===== src/rtl/oem_pkg.sv =====
package oem_pkg;

  // Network geometry is fixed by the merge schedule for eight lanes.
  localparam int LANES  = 8;
  localparam int LAYERS = 6;
  // input register + one register per layer + output register
  localparam int DEPTH  = LAYERS + 2;

  // Partner lane of `lane` in network layer `layer` (0-based), -1 if idle.
  function automatic int partner(input int layer, input int lane);
    int p;
    p = -1;
    case (layer)
      0: p = lane ^ 1;
      1: p = lane ^ 2;
      2: begin
        case (lane)
          1: p = 2;
          2: p = 1;
          5: p = 6;
          6: p = 5;
          default: p = -1;
        endcase
      end
      3: p = lane ^ 4;
      4: begin
        case (lane)
          2: p = 4;
          3: p = 5;
          4: p = 2;
          5: p = 3;
          default: p = -1;
        endcase
      end
      5: begin
        if (lane == 0 || lane == LANES - 1) p = -1;
        else if (lane % 2 == 1) p = lane + 1;
        else p = lane - 1;
      end
      default: p = -1;
    endcase
    return p;
  endfunction

endpackage


===== src/rtl/oem_cx_cell.sv =====
module oem_cx_cell #(
  parameter int W = 16
) (
  input  logic [W-1:0] a,
  input  logic [W-1:0] b,
  output logic [W-1:0] lo,
  output logic [W-1:0] hi
);

  logic swap;

  // Signed compare; equal operands keep their lanes.
  assign swap = $signed(a) > $signed(b);
  assign lo   = swap ? b : a;
  assign hi   = swap ? a : b;

endmodule


===== src/rtl/oem_layer.sv =====
module oem_layer #(
  parameter int W     = 16,
  parameter int LAYER = 0
) (
  input  logic                              clk,
  input  logic                              rst,
  input  logic [oem_pkg::LANES-1:0][W-1:0]  d,
  output logic [oem_pkg::LANES-1:0][W-1:0]  q
);

  localparam int LANES = oem_pkg::LANES;

  logic [LANES-1:0][W-1:0] nx;

  for (genvar l = 0; l < LANES; l++) begin : g_lane
    localparam int P = oem_pkg::partner(LAYER, l);
    if (P > l) begin : g_cell
      oem_cx_cell #(.W(W)) u_cx (
        .a  (d[l]),
        .b  (d[P]),
        .lo (nx[l]),
        .hi (nx[P])
      );
    end else if (P < 0) begin : g_pass
      assign nx[l] = d[l];
    end
  end

  always_ff @(posedge clk) begin
    if (rst) q <= '0;
    else     q <= nx;
  end

endmodule


===== src/rtl/oem_sorter8.sv =====
module oem_sorter8 #(
  parameter int W = 16
) (
  input  logic                          clk,
  input  logic                          rst,
  input  logic                          in_vld,
  input  logic [oem_pkg::LANES*W-1:0]   in_data,
  output logic                          out_vld,
  output logic [oem_pkg::LANES*W-1:0]   out_data
);

  localparam int LANES  = oem_pkg::LANES;
  localparam int LAYERS = oem_pkg::LAYERS;
  localparam int DEPTH  = oem_pkg::DEPTH;

  // lvl[0] is the input register, lvl[n] the register after layer n.
  logic [LAYERS:0][LANES-1:0][W-1:0] lvl;
  logic [LANES-1:0][W-1:0]           out_q;
  logic [DEPTH-1:0]                  vsr;

  always_ff @(posedge clk) begin
    if (rst) lvl[0] <= '0;
    else     lvl[0] <= in_data;
  end

  for (genvar s = 0; s < LAYERS; s++) begin : g_layer
    oem_layer #(.W(W), .LAYER(s)) u_layer (
      .clk (clk),
      .rst (rst),
      .d   (lvl[s]),
      .q   (lvl[s+1])
    );
  end

  always_ff @(posedge clk) begin
    if (rst) begin
      out_q <= '0;
      vsr   <= '0;
    end else begin
      out_q <= lvl[LAYERS];
      vsr   <= {vsr[DEPTH-2:0], in_vld};
    end
  end

  assign out_data = out_q;
  assign out_vld  = vsr[DEPTH-1];

endmodule


===== config.mk =====
export PLATFORM = sky130hd
export DESIGN_NAME = oem_sorter8
export DESIGN_NICKNAME = d
export VERILOG_FILES = /design/src/rtl/oem_pkg.sv /design/src/rtl/oem_cx_cell.sv /design/src/rtl/oem_layer.sv /design/src/rtl/oem_sorter8.sv
export SDC_FILE = /design/constraint.sdc
export NUM_CORES = 2
export LEC_CHECK = 0
export BUFFER_PORTS_ARGS = -buffer_cell sky130_fd_sc_hd__buf_2
export CORE_ASPECT_RATIO = 0.5
export CORE_MARGIN = 4
export CORE_UTILIZATION = 50
export DETAILED_ROUTE_END_ITERATION = 10
export GPL_TIMING_DRIVEN = 1
export PLACE_DENSITY = 0.69
export SETUP_SLACK_MARGIN = 0.1
export SYNTH_ARGS = -nofsm -noshare
export SYNTH_HDL_FRONTEND = slang
export SYNTH_SLANG_ARGS = --single-unit
export TNS_END_PERCENT = 5

===== constraint.sdc =====
create_clock -name clk -period 3.65 [get_ports clk]
set_input_delay 0.365 -clock clk [delete_from_list [all_inputs] [get_ports clk]]
set_output_delay 0.365 -clock clk [all_outputs]
set_load 0.02 [all_outputs]

# Yosys cells after proc, flatten, opt, wreduce, memory -nomap -nowiden
# Index checks and enable logic that the tools add are counted.
[word_totals] word_cells=122 regBits=1032
[classes] order_cmp=19 muxes=38
[ops] op="$mux W16" count=38
[ops] op="$gt A16 B16 Y1" count=19

# Longest topological paths before layout
[depth] ltp_word=2 mapped_depth=11 ltp_nobuf=9

# Cells and area by module
# Synthesis repeated with hierarchy kept, for this count alone.
[hier_totals] hier_cells=3963 hier_area_um2=46530.9
[by_module_without_submodules] module="oem_layer" n_inst=6 cells_each=270 area_per_inst_um2=3464.6
[by_module_without_submodules] module="oem_cx_cell" n_inst=19 cells_each=94 area_per_inst_um2=982.2
[by_module_without_submodules] module="oem_sorter8" n_inst=1 cells_each=557 area_per_inst_um2=7081.8

# Least setup slack after synthesis
# No wires, ideal clock.
[synth_timing] kind="reg-to-reg" from="register g_layer[4].u_layer.q[46] (netlist name)" to="register g_layer[5].u_layer.q[21] (netlist name)" slack_ps=1126 stages_incl_launch_ff=11 n_path_buf=1 required_time_ps=3578 arrival_time_ps=2452 synth_period_minus_slack_ps=2524 path_cell_list="dfxtp_1 inv_1 ha_1 and3_1 nand3_1 or4_4 o21bai_2 mux2_2 o21ai_2 buf_6 mux2i_1"
[synth_between] elab_chain_len=2
[synth_lines] item="start, declared" line_no="oem_layer.sv:8" rtl="output logic [oem_pkg::LANES-1:0][W-1:0] q"
[synth_lines] item="start signal, assigned" line_no="oem_layer.sv:31" rtl="else q <= nx;"
[synth_lines] item="$gt A16 B16 Y1" line_no="oem_cx_cell.sv:13" rtl="assign swap = $signed(a) > $signed(b);"
[synth_lines] item="$mux W16" line_no="oem_cx_cell.sv:14" rtl="assign lo = swap ? b : a;"
[synth_lines] item="end signal, assigned" line_no="oem_layer.sv:31"
[synth_lines] item="end, declared" line_no="oem_layer.sv:8"
# No other way between the ends.
# A chain may end at the register's enable or synchronous reset.

# Worst setup path in the final report
[layout_timing] from="register g_layer[2].u_layer.q[79] (netlist name)" to="register g_layer[3].u_layer.q[75] (netlist name)"
[layout_between] elab_chain_len=2
[layout_lines] item="start, declared" line_no="oem_layer.sv:8"
[layout_lines] item="start signal, assigned" line_no="oem_layer.sv:31"
[layout_lines] item="$gt A16 B16 Y1" line_no="oem_cx_cell.sv:13"
[layout_lines] item="$mux W16" line_no="oem_cx_cell.sv:15" rtl="assign hi = swap ? a : b;"
[layout_lines] item="end signal, assigned" line_no="oem_layer.sv:31"
[layout_lines] item="end, declared" line_no="oem_layer.sv:8"
# No other way between the ends.

==> impl_metrics.ini <==
[drt]
vias_per_cell = 4.97
drc = 0
wl_per_cell_um = 18.4
postRouteAntennaNets = 0
drt-total-wl_um = 101000
dr.pass1.iters = 5
drt_iter0_drc = 1995
dr_total_vias = 27396

[clocking]
cts_setup_buffers = 0
h-tree-depth = 3
cts_tree = yes
cts_sinks = 1032
clkTransAtPathRegs_ps = 70
cts-root-buf = clkbuf_16
cts_buffers = 88
insertion_delay_ps = 690
cts_buffer_depth = 3

[placed_design]
gp_congestion = 0.911
port_buffers = 259
placedCellCount = 5214
place_area_um2 = 43500
post-dp-hpwl_um = 77700

[yosys]
yosysWarnings = 0
synth_edf_count = 0
syn_avg_cell_area_um2 = 10.3
synthCells = 3991
synth_seq_cells = 1032
yosysSeqAreaShare_pct = 50.1
synthDistinctLibCells = 50
synth_ff_type = dfxtp_1
synth_area_um2 = 41200
synth_nets = 4426
async_flop_share_pct = 0

[global_routing]
grtUsageMet1_pct = 32.7
track_usage_pct = 22.9
grt_overflow = 0
grt_first_pass_wirelength_um = 156000
grt_use_met2_pct = 34.7
grt_max_degree = 143
grt_busiest_layer = met2
grt_pass1_vias = 27646
use_met3_pct = 4.25
antenna_found_initial = 11

[floorplanning]
die_h_um = 211
initial_utilization_pct = 50.5
io_pins = 260
floorplan.rows = 74
die_w_um = 414
die-area_um2 = 87400
core_area_um2 = 81700

[sta]
max_freq_mhz = 322
worstMarginPinSlew_ps = 1090
setup_viol_count_final = 0
final-hold-violation-count = 0
slew_headroom_pct = 27.3
finClkSkew_ps = 38.7
rsz0062_at_grt = false
slew_violations = 0
holdWs_ps = 164
fin_crit_ps = 3100
tns_ps = 0
period_share_pct = 85.0

[worst_setup_path]
reg2reg_slack_ps = 550
worstReg2RegStart = g_layer[2].u_layer.q[79]$_SDFF_PP0_
crit_chain = inv_1 > ha_1 > nand4_1 > nand2b_1 > nor3_2 > a21oi_1 > nor3b_1 > a211oi_2 > buf_4 > mux2i_1
crit_slowest_cell = mux2i_1
r2r-end = g_layer[3].u_layer.q[75]$_SDFF_PP0_
slowest_delay_ps = 560
cp-start-kind = flop
cp-end-kind = flop
required_ps = 4170
cp_max_fo = 13
crit_arrival_ps = 3620
r2r_cells = 10
worstSetupPathType = flop to flop

[power_and_ir_drop]
clkPwrFrac_pct = 31.3
total_power_mw = 31.7
swShare_pct = 30.9
p_int_mw = 21.9
pwr_density_cell_nw_per_um2 = 660
p_comb_share_pct = 29.1
p_leak_nw = 22.0
p_sw_mw = 9.78
irDropWorstVdd_mv = 0.525
seqPwrFrac_pct = 39.6

[layout]
final_cells = 5508
layout_commonest_cell = dfxtp_1
layout-drive-gt1-share_pct = 10.8
fin_nets = 4766
final_cell_mix = dfxtp_1 (1032), mux2i_1 (608), nor2b_1 (451)
syn2layout_area_growth_pct = 16.3
fillCellCount = 6873
final_cell_area_um2 = 47900

[status]
status = finished clean

[worst_hold_path]
hold_depth = 2
hold_start = rst
hp-class = input pin to flop
hold_end = g_layer[5].u_layer.q[55]$_SDFF_PP0_

[job]
cap_violations = 0
## worst max-delay path: cells and delay by family (launching register included)
kind            cells  cell delay (ps)
simple gates        4              760
mux                 1              560
compound gates      2              490
buf+inv             2              400
flops               1              380
fa+ha+maj           1              330
## how the worst max path moves through the flow
| stage | start | endpoint | slack [ps] | cells after the start |
|---|---|---|---|---|
| 2_1_floorplan | g_layer[4].u_layer.q[46]$_SDFF_PP0_ | g_layer[5].u_layer.q[21]$_SDFF_PP0_ | 1130 | 10 |
| 3_3_place_gp | g_layer[2].u_layer.q[79]$_SDFF_PP0_ | g_layer[3].u_layer.q[72]$_SDFF_PP0_ | 710 | 10 |
| 4_1_cts | g_layer[2].u_layer.q[87]$_SDFF_PP0_ | g_layer[3].u_layer.q[26]$_SDFF_PP0_ | 660 | 10 |
| 5_1_grt | g_layer[2].u_layer.q[125]$_SDFF_PP0_ | g_layer[3].u_layer.q[61]$_SDFF_PP0_ | 430 | 10 |
| 3_5_place_dp | g_layer[4].u_layer.q[46]$_SDFF_PP0_ | g_layer[5].u_layer.q[47]$_SDFF_PP0_ | 690 | 9 |
| 6_report | g_layer[2].u_layer.q[79]$_SDFF_PP0_ | g_layer[3].u_layer.q[75]$_SDFF_PP0_ | 550 | 10 |
## power groups by stage
stage                     registers (mW)  logic (mW)  clock network (mW)
after floorplan                     12.5        7.80                   0
after global placement              12.8        8.90                   0
after detailed placement            12.8        9.06                   0
after CTS                           12.5        9.19                10.1
after global routing                12.6        9.85                10.6
final                               12.5        9.21                9.92
## stage by stage
step           util [%]  setup slack (ps)
2_1_floorplan         -              1130
3_3_place_gp       53.3               713
3_5_place_dp       53.3               685
4_1_cts            58.7               660
5_1_grt            58.7               430
6_report           58.7               547
## registers in the layout, indices dropped and copies added (netlist names)
| name | flops |
|---|---|
| vsr | 8 |
| g_layer.u_layer.q | 768 |
| lvl | 128 |
| out_data | 128 |
## per-layer routing
metal	vias to the layer above	part of all wire, %
li1	13751	-
met1	12859	49
met2	581	42
met3	201	5.1
met4	4	3.5
met5	-	0.021
## what timing repair did
action                                 in CTS  in global routing
endpoints found under the hold margin     129                  0
hold buffers                              129                  0
gates resized for setup                     0                  0
## synthesized netlist by cell type (14+ instances only)
| cell type | number | area, µm² |
|---|---|---|
| a211o_1 | 15 | 131 |
| a21o_1 | 55 | 413 |
| a21oi_1 | 88 | 440 |
| buf_2 | 44 | 220 |
| buf_4 | 19 | 143 |
| clkbuf_1 | 114 | 428 |
| dfxtp_1 | 1032 | 20700 |
| ha_1 | 304 | 3800 |
| inv_1 | 322 | 1210 |
| mux2i_1 | 608 | 6090 |
| nand2_1 | 84 | 315 |
| nand2b_1 | 222 | 1390 |
| nand3_1 | 31 | 155 |
| nand4_1 | 33 | 206 |
| nor2_1 | 408 | 1530 |
| nor2b_1 | 451 | 2820 |
| nor4_1 | 14 | 87.6 |
| o21ai_0 | 21 | 105 |
| o21bai_1 | 18 | 135 |
## kinds of logic (layout without fill, tap and decap cells)
kind of cell	count (synthesis)	after routing	synth area share, %
multiplexers	610	610	14.8
flip-flops	1032	1032	50.1
other	0	2	0
AO/OA/AOI/OAI	253	253	4.26
buffers and inverters	503	916	4.96
AND/OR/NAND/NOR	1289	1289	16.6
adder cells (fa/ha/maj)	304	304	9.22
## area by class of cell
class	count	area (µm²)	area share, %
sequential	1032	20700	43.1
clock buffer	114	2510	5.24
tap	1102	1380	2.88
timing repair buffer	431	3030	6.33
antenna	2	5.00	0.0104
clock inverter	49	603	1.26
inverter	322	1210	2.52
multi-input combinational	2456	18500	38.7
Power figures use the tool's default switching activity.
